## config.mk

```make
export PLATFORM = sky130hd
export DESIGN_NAME = perfmon_branch_unit
export DESIGN_NICKNAME = d
export VERILOG_FILES = /design/src/rtl/perfmon_branch_pkg.sv /design/src/rtl/perfmon_wr_decode.sv /design/src/rtl/perfmon_alert_ctl.sv /design/src/rtl/perfmon_branch_seq.sv /design/src/rtl/perfmon_branch_unit.sv
export SDC_FILE = /design/constraint.sdc
export NUM_CORES = 1
export LEC_CHECK = 0
export ABC_CLOCK_PERIOD_IN_PS = 1300
export BUFFER_PORTS_ARGS = -buffer_cell sky130_fd_sc_hd__buf_2
export CORE_MARGIN = 2
export CORE_UTILIZATION = 25
export CTS_CLUSTER_SIZE = 28
export DETAILED_ROUTE_END_ITERATION = 10
export SYNTH_ARGS = -nofsm -noshare
export SYNTH_HDL_FRONTEND = slang
export SYNTH_SLANG_ARGS = --single-unit
```

## constraint.sdc

```tcl
create_clock -name clk -period 1.3 [get_ports clk]
set_input_delay 0.065 -clock clk [delete_from_list [all_inputs] [get_ports clk]]
set_output_delay 0.065 -clock clk [all_outputs]
set_load 0.05 [all_outputs]
```

## src/rtl/perfmon_branch_pkg.sv

```systemverilog
package perfmon_branch_pkg;

    localparam int unsigned REG_W    = 64;
    localparam int unsigned NUM_REGS = 4;
    localparam int unsigned SEL_W    = $clog2(NUM_REGS);

    // control register fields
    localparam int unsigned CTL_BR_EN      = 0;
    localparam int unsigned CTL_FRZ_ARM    = 1;
    localparam int unsigned CTL_FRZ        = 2;
    localparam int unsigned CTL_ALERT_EN   = 3;
    localparam int unsigned CTL_ALERT_SEEN = 4;

    // status register fields
    localparam int unsigned ST_GLB_EN  = 0;
    localparam int unsigned ST_MON_EN  = 1;
    localparam int unsigned ST_MON_HIT = 2;

    typedef logic [REG_W-1:0] reg_t;

    typedef enum logic [SEL_W-1:0] {
        REG_CTL  = 2'd0,
        REG_STAT = 2'd1,
        REG_RET  = 2'd2,
        REG_HDL  = 2'd3
    } reg_sel_e;

    typedef struct packed {
        logic     en;
        reg_sel_e sel;
        reg_t     data;
    } reg_wr_t;

    typedef struct packed {
        reg_t stat;
        reg_t ret;
        reg_t hdl;
        reg_t tgt;
        logic redirect;
    } seq_state_t;

    // value after a software write, if any
    function automatic reg_t merge_write(reg_t cur, logic hit, reg_t data);
        return hit ? data : cur;
    endfunction

    // control register side effects of an accepted alert
    function automatic reg_t ctl_on_alert(reg_t c);
        reg_t r;
        r = c;
        if (c[CTL_FRZ_ARM]) begin
            r[CTL_FRZ_ARM] = 1'b0;
            r[CTL_FRZ]     = 1'b1;
        end
        if (c[CTL_ALERT_EN]) begin
            r[CTL_ALERT_EN]   = 1'b0;
            r[CTL_ALERT_SEEN] = 1'b1;
        end
        return r;
    endfunction

    function automatic logic branch_armed(reg_t s);
        return s[ST_GLB_EN] & s[ST_MON_EN];
    endfunction

    // status register side effects of a redirect
    function automatic reg_t stat_on_redirect(reg_t s);
        reg_t r;
        r = s;
        r[ST_GLB_EN]  = 1'b0;
        r[ST_MON_HIT] = 1'b1;
        return r;
    endfunction

endpackage

```

## src/rtl/perfmon_wr_decode.sv

```systemverilog
module perfmon_wr_decode
    import perfmon_branch_pkg::*;
(
    input  logic                en_i,
    input  reg_sel_e            sel_i,
    output logic [NUM_REGS-1:0] hit_o
);

    for (genvar g = 0; g < NUM_REGS; g++) begin : g_hit
        assign hit_o[g] = en_i && (sel_i == reg_sel_e'(g));
    end

endmodule

```

## src/rtl/perfmon_alert_ctl.sv

```systemverilog
module perfmon_alert_ctl
    import perfmon_branch_pkg::*;
#(
    parameter int unsigned NUM_ALERTS = 5
) (
    input  logic                  clk,
    input  logic                  rst,
    input  logic [NUM_ALERTS-1:0] alert_i,
    input  logic                  ctl_wr_i,
    input  reg_t                  wr_data_i,
    input  logic                  service_i,
    output reg_t                  ctl_q_o,
    output logic                  pending_q_o
);

    reg_t ctl_q;
    reg_t ctl_eff;
    reg_t ctl_d;
    logic any_alert;
    logic accept;
    logic pend_q;
    logic pend_d;

    always_comb begin
        any_alert = |alert_i;
        ctl_eff   = merge_write(ctl_q, ctl_wr_i, wr_data_i);
        accept    = any_alert & ctl_eff[CTL_BR_EN];
        ctl_d     = accept ? ctl_on_alert(ctl_eff) : ctl_eff;
        // service clears the old request; a new alert sets it again
        pend_d    = accept | (pend_q & ~service_i);
    end

    always_ff @(posedge clk) begin
        if (rst) begin
            ctl_q  <= '0;
            pend_q <= 1'b0;
        end else begin
            ctl_q  <= ctl_d;
            pend_q <= pend_d;
        end
    end

    assign ctl_q_o     = ctl_q;
    assign pending_q_o = pend_q;

endmodule

```

## src/rtl/perfmon_branch_seq.sv

```systemverilog
module perfmon_branch_seq
    import perfmon_branch_pkg::*;
(
    input  logic clk,
    input  logic rst,
    input  logic pending_i,
    input  logic user_mode_i,
    input  reg_t cur_pc_i,
    input  logic stat_wr_i,
    input  logic ret_wr_i,
    input  logic hdl_wr_i,
    input  reg_t wr_data_i,
    output logic service_o,
    output reg_t stat_o,
    output reg_t ret_o,
    output reg_t hdl_o,
    output logic redirect_o,
    output reg_t redirect_pc_o
);

    seq_state_t st_q;
    seq_state_t st_d;
    logic       service;
    logic       take;

    always_comb begin
        st_d.stat = merge_write(st_q.stat, stat_wr_i, wr_data_i);
        st_d.ret  = merge_write(st_q.ret,  ret_wr_i,  wr_data_i);
        st_d.hdl  = merge_write(st_q.hdl,  hdl_wr_i,  wr_data_i);
        st_d.tgt  = st_q.tgt;
        service   = pending_i & user_mode_i;
        take      = service & branch_armed(st_d.stat);
        if (take) begin
            st_d.stat = stat_on_redirect(st_d.stat);
            st_d.ret  = cur_pc_i;
            st_d.tgt  = st_d.hdl;
        end
        st_d.redirect = take;
    end

    always_ff @(posedge clk) begin
        if (rst) begin
            st_q <= '0;
        end else begin
            st_q <= st_d;
        end
    end

    assign service_o     = service;
    assign stat_o        = st_q.stat;
    assign ret_o         = st_q.ret;
    assign hdl_o         = st_q.hdl;
    assign redirect_o    = st_q.redirect;
    assign redirect_pc_o = st_q.tgt;

endmodule

```

## src/rtl/perfmon_branch_unit.sv

```systemverilog
module perfmon_branch_unit
    import perfmon_branch_pkg::*;
#(
    parameter int unsigned NUM_ALERTS = 5
) (
    input  logic                  clk,
    input  logic                  rst,
    input  logic [NUM_ALERTS-1:0] alert_i,
    input  logic                  user_mode_i,
    input  logic [REG_W-1:0]      cur_pc_i,
    input  logic                  wr_en_i,
    input  logic [SEL_W-1:0]      wr_sel_i,
    input  logic [REG_W-1:0]      wr_data_i,
    output logic                  redirect_o,
    output logic [REG_W-1:0]      redirect_pc_o,
    output logic                  freeze_o,
    output logic [REG_W-1:0]      ctl_o,
    output logic [REG_W-1:0]      stat_o,
    output logic [REG_W-1:0]      ret_o,
    output logic [REG_W-1:0]      hdl_o
);

    reg_wr_t             wr;
    logic [NUM_REGS-1:0] wr_hit;
    logic                pending;
    logic                service;
    reg_t                ctl_q;

    assign wr.en   = wr_en_i;
    assign wr.sel  = reg_sel_e'(wr_sel_i);
    assign wr.data = wr_data_i;

    perfmon_wr_decode i_decode (
        .en_i  (wr.en),
        .sel_i (wr.sel),
        .hit_o (wr_hit)
    );

    perfmon_alert_ctl #(
        .NUM_ALERTS (NUM_ALERTS)
    ) i_alert (
        .clk         (clk),
        .rst         (rst),
        .alert_i     (alert_i),
        .ctl_wr_i    (wr_hit[int'(REG_CTL)]),
        .wr_data_i   (wr.data),
        .service_i   (service),
        .ctl_q_o     (ctl_q),
        .pending_q_o (pending)
    );

    perfmon_branch_seq i_seq (
        .clk           (clk),
        .rst           (rst),
        .pending_i     (pending),
        .user_mode_i   (user_mode_i),
        .cur_pc_i      (cur_pc_i),
        .stat_wr_i     (wr_hit[int'(REG_STAT)]),
        .ret_wr_i      (wr_hit[int'(REG_RET)]),
        .hdl_wr_i      (wr_hit[int'(REG_HDL)]),
        .wr_data_i     (wr.data),
        .service_o     (service),
        .stat_o        (stat_o),
        .ret_o         (ret_o),
        .hdl_o         (hdl_o),
        .redirect_o    (redirect_o),
        .redirect_pc_o (redirect_pc_o)
    );

    assign ctl_o    = ctl_q;
    assign freeze_o = ctl_q[CTL_FRZ];

endmodule

```

==> qor.csv, run 1 <==
metric,value,unit
Synth Cell Area,0.0120,mm2
status,finished with violations,
Worst-Margin Slew,0.424,ns
"Req. time, crit path",1.70,ns
peak supply drop,0.770,mV
GP Congestion,0.798,
root cell of the clock tree,clkbuf_16,
vias in the first global route,12100,
DRT iter0 DRCs,506,
Slew headroom,0.718,
detailed placement HPWL,31100,um
"Core Util, Final",0.408,
Syn Nets,1415,
WP buf/inv,2,
Synth top cells by count,"322 x dfxtp_1, 248 x nand2_1, 196 x nor2_1, 132 x mux2i_1, 125 x a21oi_1",
CP Cell Sequence,nand4_1 > buf_6 > mux2_4 > buf_12 > nor2_2 > a211oi_2,
Worst Hold Class,input pin to flop,
Clock Pin Slew Worst Setup and Hold Paths,0.06,ns
# rows,80,
Fill cells,4553,
minimum clock period,1.58,ns
Die X,223,um
static leakage,9.03,nW
Syn Area/Cell,9.37,um2
Clock Latency Late Sink,0.54,ns
Setup crit end kind,flop,
die area,0.0496,mm2
initial antenna violation count,4,
DR vias/cell,4.67,
gr usage total,0.184,
Fin. Hold Viols,0,
post-route antenna net violation count,0,
fraction of registers with async set/reset,0,
Initial Util,0.252,
hold path cells,5,
DR vias,11900,
height of the die,223,um
sequential-to-total area share from yosys stat,0.539,
dominant synthesized flop cell,dfxtp_1,
PD cells,1220,mW/mm2
htree depth,2,
clock sink total,322,
clk buf depth,3,
Critical Path AT,1.98,ns
cell taking the most area after synthesis,dfxtp_1,
CP max stage cell,mux2_4,
fmax,634,MHz
worst reg-to-reg path cell count,6,
max-slew violation count,0,
top-count cell post-synth,dfxtp_1,
Synth top area share,0.539,
total power,23.6,mW
Worst Setup Start Kind,flop,
I/O pin total,461,
WS Path Type,flop to flop,
DRC,0,
Cells after DPL,2323,
worst slack at placement,-0.349,ns
Final nets,2054,
Netlist cell types,24,
first-pass GRT wire length,70600,um
Fin Hold WS,0.0361,ns
clock buffer count from CTS,36,
placed inst area,0.0156,mm2
gate count after technology mapping,1276,
RSZ-0062 raised after global routing,yes,
CP top delay family,multiplexers,
CORE AREA,0.0474,mm2
largest net degree at the start of global routing,63,
"EDFF count, synth",0,
post-route cell area,0.0194,mm2
Clock Skew,0.0266,ns
drt total wl,48500,um
Area contributors post-synth,"dfxtp_1 54%, mux2i_1 11%, nand2_1 7.8%",
Post-Layout Cell Count,2553,
PnR worst setup slack,-0.278,ns
CP Max Fanout,9,
First-pass DRT Iterations,5,
WL per Instance,19.0,um
Crit path largest cell delay,0.45,ns
Maximum Capacitance Violations,0,
layout cell share with drive strength beyond 1,0.414,
critical path depth,6,
post-route clock period utilization,1.21,
synthesized flop and latch total,322,
GR Overflow Total,0,
Synth-to-Final Area Change,62.0,%
PortBufs,460,
setup TNS,-28.03,ns
YS warnings,0,
CTS tree,yes,
failing checks,negative setup slack,
"Setup violations, final",129,
==> repair_timing <==
item,in CTS,in global routing
gates cloned,13,8
endpoints found under the hold margin,310,0
buffers inserted,11,5
resized for setup,163,60
setup endpoints to repair,148,139
pin swaps,15,9
hold buffers,133,0
==> cells in the final DEF (no fill, tap or decap), types with 2 or more instances in the layout <==
cell,count
diode_2,3
inv_6,2
clkbuf_1,5
mux2_4,2
clkinv_2,4
bufinv_16,2
buf_12,31
dfxtp_4,2
o2bb2ai_1,2
dfxtp_1,318
buf_4,62
buf_6,14
dlygate4sd3_1,133
clkbuf_4,9
mux2i_1,131
nand4_1,2
buf_2,430
clkbuf_16,43
clkbuf_8,8
nor2_2,41
a211oi_2,86
nand3_1,2
nand3b_1,2
buf_16,10
buf_8,10
nor2_1,118
nor2_4,37
a21oi_1,125
nor2b_1,3
dfxtp_2,2
a211oi_1,41
nand2_1,248
==> final timing paths <==
path | start | to | slack [ns]
min reg2reg | i_seq.stat_o[54]$_SDFFE_PP0P_ | i_seq.stat_o[54]$_SDFFE_PP0P_ | 0.45
max | i_alert.pending_q_o$_SDFF_PP0_ | i_seq.ret_o[48]$_SDFFE_PP0P_ | -0.28
min | alert_i[0] | i_alert.ctl_q_o[3]$_SDFF_PP0_ | 0.04
max reg2reg | i_alert.pending_q_o$_SDFF_PP0_ | i_seq.ret_o[48]$_SDFFE_PP0P_ | -0.28
==> report_power, final <==
part / internal (mW) / switching [mW]
Clock: 6.03 / 4.10
Sequential: 10.1 / 0.150
Combinational: 1.09 / 2.11
==> tightest hold or removal path, cell delays in order <==
cell     delay (ns)
buf_2          0.08
nor3_1         0.05
a21oi_1        0.14
buf_4          0.15
nor2b_1        0.04
==> registers in the layout, summed over array words and instances, names as in the netlist <==
name	cells
i_seq.redirect_o	1
i_alert.pending_q_o	1
i_seq.redirect_pc_o	64
i_alert.ctl_q_o	64
i_seq.ret_o	64
i_seq.hdl_o	64
i_seq.stat_o	64
==> final cells by class <==
cell class	count	area [um2]	area share
Timing Repair Buffer	705	5370	0.277
Multi-Input combinational cell	850	5620	0.290
Tap cell	615	769	0.0397
Clock buffer	50	1050	0.0544
Sequential cell	322	6460	0.333
Clock inverter	8	97.6	0.00504
Antenna cell	3	7.51	0.000387
==> logic make-up (layout without fill, tap and decap cells) <==
logic type	count (synthesis)	count (layout)	share of synthesized area
other	0	3	0
buffers and inverters	106	763	0.0420
AO/OA/AOI/OAI	257	257	0.160
multiplexers	133	135	0.111
AND/OR/NAND/NOR	458	458	0.147
flip-flops	322	322	0.539
==> layer usage <==
layer / share of wire / wire (um) / vias to the layer above / GRT usage
met2: 0.48 / 23200 / 452 / 0.313
met5: 0.00027 / 13 / - / 0
li1: - / - / 5631 / -
met3: 0.074 / 3570 / 87 / 0.0534
met4: 0.034 / 1670 / 2 / 0.0740
met1: 0.41 / 20000 / 5748 / 0.218
(Power assumes the default switching activity.)
==> inputs of run 2 (changes only) <==
Settings changed: SYNTH_HIERARCHICAL set to 1.
==> qor.csv, run 2 <==
metric,value,unit,change
"commonest non-fill, non-tap cell in the layout",buf_2,,unchanged
DRC,0,,unchanged
WS Path Type,flop to flop,,unchanged
Die X,226,um,was 223 um
YS warnings,6,,was 0
post-route antenna net violation count,0,,unchanged
drt total wl,47700,um,"was 48,500 um"
Clock Skew,0.0138,ns,was 0.0266 ns
initial antenna violation count,2,,was 4
"Setup violations, final",129,,unchanged
worst reg-to-reg path cell count,4,,was 6
most frequent cells in the layout,"447 x buf_2, 319 x dfxtp_1, 251 x mux2i_1, 186 x nor2_1, 130 x dlygate4sd3_1",,"was 430 x buf_2, 318 x dfxtp_1, 248 x nand2_1, 133 x dlygate4sd3_1, 131 x mux2i_1"
htree depth,2,,unchanged
Area contributors post-synth,"dfxtp_1 52%, mux2i_1 21%, nor2_1 5.7%",,"was dfxtp_1 54%, mux2i_1 11%, nand2_1 7.8%"
synthesized flop and latch total,322,,unchanged
die area,0.0509,mm2,was 0.0496 mm2
Worst Setup Start Kind,flop,,unchanged
root cell of the clock tree,clkbuf_16,,unchanged
minimum clock period,1.60,ns,was 1.58 ns
WL per Instance,19.3,um,was 19.0 um
sequential-to-total area share from yosys stat,0.525,,was 0.539
DRT iter0 DRCs,553,,was 506
Setup crit end kind,flop,,unchanged
WP buf/inv,1,,was 2
post-route clock period utilization,1.23,,was 1.21
I/O pin total,461,,unchanged
placed inst area,0.0160,mm2,was 0.0156 mm2
CORE AREA,0.0487,mm2,was 0.0474 mm2
Maximum Capacitance Violations,0,,unchanged
Crit path largest cell delay,0.50,ns,was 0.45 ns
top-count cell post-synth,dfxtp_1,,unchanged
layout cell share with drive strength beyond 1,0.417,,was 0.414
Critical Path AT,2.02,ns,was 1.98 ns
critical path depth,4,,was 6
clk buf depth,3,,unchanged
gr usage total,0.170,,was 0.184
clock buffer count from CTS,37,,was 36
clock sink total,322,,unchanged
static leakage,8.53,nW,was 9.03 nW
cell taking the most area after synthesis,dfxtp_1,,unchanged
Clock Latency Late Sink,0.53,ns,was 0.54 ns
GP Congestion,0.813,,was 0.798
fraction of registers with async set/reset,0,,unchanged
largest net degree at the start of global routing,43,,was 63
# diodes,0,,was 3
total power,24.1,mW,was 23.6 mW
Clock Pin Slew Worst Setup and Hold Paths,0.06,ns,about the same
Syn Nets,1279,,"was 1,415"
Slew headroom,0.574,,was 0.718
gate count after technology mapping,1140,,"was 1,276"
dominant synthesized flop cell,dfxtp_1,,unchanged
PnR worst setup slack,-0.304,ns,was -0.278 ns
"EDFF count, synth",0,,unchanged
DR vias/cell,4.53,,was 4.67
CP max stage cell,or3_4,,was mux2_4
CP Max Fanout,16,,was 9
Worst-Margin Slew,0.639,ns,was 0.424 ns
vias in the first global route,11200,,"was 12,100"
CTS tree,yes,,unchanged
detailed placement HPWL,32300,um,"was 31,100 um"
# rows,81,,was 80
CP top delay family,simple AND/OR/NAND/NOR gates,,was multiplexers
height of the die,226,um,was 223 um
PortBufs,460,,unchanged
Syn Area/Cell,10.8,um2,was 9.37 um2
fmax,623,MHz,was 634 MHz
peak supply drop,0.781,mV,was 0.770 mV
failing checks,negative setup slack,,unchanged
RSZ-0062 raised after global routing,yes,,unchanged
Final nets,1918,,"was 2,054"
"Req. time, crit path",1.72,ns,was 1.70 ns
Synth top area share,0.525,,was 0.539
DR vias,11200,,"was 11,900"
PD cells,1240,mW/mm2,was 1220 mW/mm2
Synth top cells by count,"322 x dfxtp_1, 253 x mux2i_1, 186 x nor2_1, 65 x nor2b_1, 65 x nor4_1",,"was 322 x dfxtp_1, 248 x nand2_1, 196 x nor2_1, 132 x mux2i_1, 125 x a21oi_1"
First-pass DRT Iterations,5,,unchanged
hold path cells,4,,was 5
GR Overflow Total,0,,unchanged
Netlist cell types,24,,unchanged
Fin. Hold Viols,0,,unchanged
Worst Hold Class,input pin to flop,,unchanged
post-route cell area,0.0193,mm2,was 0.0194 mm2
max-slew violation count,0,,unchanged
first-pass GRT wire length,66200,um,"was 70,600 um"
Synth Cell Area,0.0123,mm2,was 0.0120 mm2
Synth-to-Final Area Change,57.5,%,was 62.0%
CP Cell Sequence,mux2i_4 > or3_4 > clkbuf_16 > mux2_1,,was nand4_1 > buf_6 > mux2_4 > buf_12 > nor2_2 > a211oi_2
status,finished with violations,,unchanged
Fill cells,4675,,"was 4,553"
Initial Util,0.252,,about the same
==> run 2: layout make-up <==
| class | count | area [um2] | share of cell area |
|---|---|---|---|
| clock buffer | 50 | 1050 | 0.0545 |
| clock inverter | 14 | 159 | 0.00821 |
| inverter | 1 | 3.75 | 0.000194 |
| multi-input combinational | 720 | 5950 | 0.308 |
| sequential | 322 | 6460 | 0.334 |
| tap | 664 | 831 | 0.0429 |
| timing repair buffer | 697 | 4890 | 0.253 |
==> run 2: logic make-up (layout without fill, tap and decap cells) <==
logic type	count (synthesis)	in the layout	share of synthesized area
buffers and inverters	100	762	0.0349
and+or+nand+nor	327	329	0.130
DFF	322	322	0.525
muxes	320	320	0.268
AOI/OAI and AO/OA	71	71	0.0427
==> run 2: where the power goes <==
| part | leakage, nW | switching [mW] | internal, mW | total, mW |
|---|---|---|---|---|
| sequential | 2.61 | 0.155 | 10.1 | 10.3 |
| combinational | 5.33 | 2.16 | 1.19 | 3.35 |
| clock | 0.590 | 4.15 | 6.28 | 10.4 |
==> run 2: worst paths after layout <==
check,end,from,slack (ns)
hold / removal,i_seq/ret_o[8]$_SDFFE_PP0P_,cur_pc_i[8],0.06
setup reg to reg,i_seq/redirect_pc_o[27]$_SDFFE_PP0P_,i_seq/stat_o[1]$_SDFF_PP0_,-0.30
setup / recovery,i_seq/redirect_pc_o[27]$_SDFFE_PP0P_,i_seq/stat_o[1]$_SDFF_PP0_,-0.30
hold reg to reg,i_seq/stat_o[55]$_SDFFE_PP0P_,i_seq/stat_o[55]$_SDFFE_PP0P_,0.48
==> run 2: tightest hold or removal path, cell delays in order <==
cell      delay, ns
buf_2          0.11
nor4_1         0.06
buf_4          0.12
a211oi_1       0.19
==> run 2: per-stage QoR <==
step | utilization | setup slack, ns | setup TNS (ns) | hold WS, ns | std cells
6_report | 0.397 | -0.304 | -28.16 | 0.0637 | 2468
3_5_place_dp | 0.328 | -0.597 | -84.17 | 0.362 | 2260
4_1_cts | 0.383 | -0.314 | -31.28 | 0.0395 | 2456
5_1_grt | 0.397 | -0.351 | -34.55 | 0.0659 | 2468
2_1_floorplan | - | -0.325 | -31.74 | 0.212 | 1140
3_3_place_gp | 0.328 | -0.573 | -79.50 | 0.360 | 2260
==> run 2: layer usage <==
layer  global-route usage  part of all wire  up-vias
met1                0.198              0.42     5382
met4               0.0773             0.036        4
met3               0.0450             0.063       94
met2                0.293              0.48      408
li1                     -                 -     5296
met5                    0           0.00063        -
==> run 2: timing repair <==
item                       in CTS  in global routing
gates cloned                    1                 10
resized for setup              24                115
setup endpoints to repair     135                136
hold endpoints to repair      278                  0
pin swaps                       1                  8
buffers inserted                1                  5
hold buffers                  130                  0
==> inputs of run 3 (changes only) <==
Settings changed: SETUP_SLACK_MARGIN set to 0.15.
==> qor.csv, run 3 (same netlist as run 2, synthesis figures left out) <==
metric,value,unit,change
I/O pin total,461,,unchanged
most frequent cells in the layout,"363 x buf_2, 251 x mux2i_1, 246 x dfxtp_1, 186 x nor2_1, 127 x dlygate4sd3_1",,"was 447 x buf_2, 319 x dfxtp_1, 251 x mux2i_1, 186 x nor2_1, 130 x dlygate4sd3_1"
PortBufs,460,,unchanged
vias in the first global route,11200,,about the same
Critical Path AT,2.01,ns,was 2.02 ns
DRC,0,,unchanged
Worst Hold Class,input pin to flop,,unchanged
RSZ-0062 raised after global routing,yes,,unchanged
"Req. time, crit path",1.71,ns,was 1.72 ns
GR Overflow Total,0,,unchanged
CP Max Fanout,44,,was 16
htree depth,2,,unchanged
Fill cells,4631,,"was 4,675"
post-route clock period utilization,1.23,,about the same
static leakage,8.28,nW,was 8.53 nW
Clock Pin Slew Worst Setup and Hold Paths,0.06,ns,about the same
# rows,81,,unchanged
Die X,226,um,unchanged
"Setup violations, final",129,,unchanged
clk buf depth,3,,unchanged
DRT iter0 DRCs,407,,was 553
gr usage total,0.167,,was 0.170
height of the die,226,um,unchanged
drt total wl,46200,um,"was 47,700 um"
Worst Setup Start Kind,flop,,unchanged
GP Congestion,0.789,,was 0.813
PD cells,1210,mW/mm2,was 1240 mW/mm2
Initial Util,0.252,,unchanged
Clk network pwr share,0.417,,was 0.433
sequential cell area,0.00655,mm2,was 0.00646 mm2
"commonest non-fill, non-tap cell in the layout",buf_2,,unchanged
clock sink total,322,,unchanged
DR vias,11100,,"was 11,200"
Switch Pwr,6.32,mW,was 6.46 mW
WL per Instance,19.1,um,was 19.3 um
Internal,17.2,mW,was 17.6 mW
first-pass GRT wire length,65000,um,"was 66,200 um"
CTS tree,yes,,unchanged
Setup crit end kind,flop,,unchanged
peak supply drop,0.821,mV,was 0.781 mV
total power,23.5,mW,was 24.1 mW
Worst-Margin Slew,0.588,ns,was 0.639 ns
WS Path Type,flop to flop,,unchanged
Slew headroom,0.608,,was 0.574
initial antenna violation count,8,,was 2
post-route antenna net violation count,0,,unchanged
die area,0.0509,mm2,unchanged
largest net degree at the start of global routing,48,,was 43
max-slew violation count,0,,unchanged
Maximum Capacitance Violations,0,,unchanged
status,finished with violations,,unchanged
Fin. Hold Viols,0,,unchanged
Final nets,1875,,"was 1,918"
Sw Ratio,0.269,,was 0.268
CORE AREA,0.0487,mm2,unchanged
layout cell share with drive strength beyond 1,0.428,,was 0.417
DR vias/cell,4.58,,was 4.53
detailed placement HPWL,31000,um,"was 32,300 um"
multi-input combinational cell area,0.00579,mm2,was 0.00595 mm2
PnR worst setup slack,-0.302,ns,was -0.304 ns
First-pass DRT Iterations,5,,unchanged
minimum clock period,1.60,ns,about the same
root cell of the clock tree,clkbuf_16,,unchanged
Synth-to-Final Area Change,57.7,%,was 57.5%
combinational fraction of design power,0.144,,was 0.139
Clock Skew,0.0126,ns,was 0.0138 ns
Clock Latency Late Sink,0.53,ns,about the same
failing checks,negative setup slack,,unchanged
clock buffer count from CTS,36,,was 37
Seq pwr share,0.439,,was 0.428
setup TNS,-27.23,ns,was -28.16 ns
fmax,624,MHz,was 623 MHz
-- run 3: cell types whose count changed in the layout (fill, tap and decap cells not counted), moves of 5 or more --
cell	delta
buf_6	+74
mux2_2	+5
nor4_2	+5
mux2_1	+16
buf_2	-84
buf_4	-30
a211oi_2	-14
dfxtp_2	+73
a211oi_1	+14
buf_8	+8
mux2_4	-21
dfxtp_1	-73
-- run 3: through the flow --
stage,utilization,setup slack [ns],instance area [um2],hold slack (ns),std cells
5_1_grt,0.397,-0.349,19400,0.0307,2421
3_5_place_dp,0.323,-0.512,15800,0.369,2225
2_1_floorplan,-,-0.325,12400,0.212,1140
3_3_place_gp,0.323,-0.493,15800,0.355,2225
6_report,0.397,-0.302,19400,0.0336,2421
4_1_cts,0.377,-0.289,18400,0.00463,2408
-- run 3: path summary, 6_finish.rpt --
check	start	end	slack, ns	cells after the start
hold / removal	rst	i_seq/stat_o[6]$_SDFFE_PP0P_	0.03	3
setup reg to reg	i_seq/stat_o[0]$_SDFF_PP0_	i_seq/redirect_pc_o[14]$_SDFFE_PP0P_	-0.30	4
hold reg to reg	i_alert/ctl_q_o[22]$_SDFFE_PP0P_	i_alert/ctl_q_o[22]$_SDFFE_PP0P_	0.48	2
setup / recovery	i_seq/stat_o[0]$_SDFF_PP0_	i_seq/redirect_pc_o[14]$_SDFFE_PP0P_	-0.30	4
-- run 3: routing by layer --
| metal | track usage | routed length [um] | up-vias |
|---|---|---|---|
| li1 | - | - | 5195 |
| met2 | 0.292 | 22400 | 472 |
| met4 | 0.0626 | 1340 | 6 |
| met1 | 0.191 | 19000 | 5324 |
| met5 | 0 | 34 | - |
| met3 | 0.0514 | 3480 | 95 |
-- run 3: worst max-delay path, cell delays in order, from the launching register on --
cell and delay (ns):
dfxtp_4 0.36, mux2i_4 0.07, or3_4 0.47, buf_12 0.21, mux2_2 0.31
-- run 3: cell type report --
| type | count | share of cell area |
|---|---|---|
| Antenna cell | 4 | 0.000517 |
| Clock buffer | 49 | 0.0543 |
| Clock inverter | 6 | 0.00310 |
| Inverter | 1 | 0.000194 |
| Multi-Input combinational cell | 718 | 0.299 |
| Sequential cell | 322 | 0.338 |
| Tap cell | 664 | 0.0429 |
| Timing Repair Buffer | 657 | 0.262 |
-- run 3: power by group through the flow --
| stage | clock, mW | combinational, mW | sequential [mW] |
|---|---|---|---|
| final | 9.81 | 3.38 | 10.3 |
| after global routing | 10.5 | 3.55 | 10.3 |
| after CTS | 10.1 | 3.21 | 10.3 |
| after detailed placement | 0 | 2.86 | 10.5 |
| after global placement | 0 | 2.84 | 10.5 |
| after floorplan | 0 | 0.852 | 11.4 |
-- run 3: timing repair --
item,in CTS,in global routing
buffers inserted,0,4
gates resized for setup,62,362
hold buffers,128,0
pin swaps,0,2
cloned,0,5
endpoints found under the hold margin,281,0
endpoints found under the setup margin,453,457
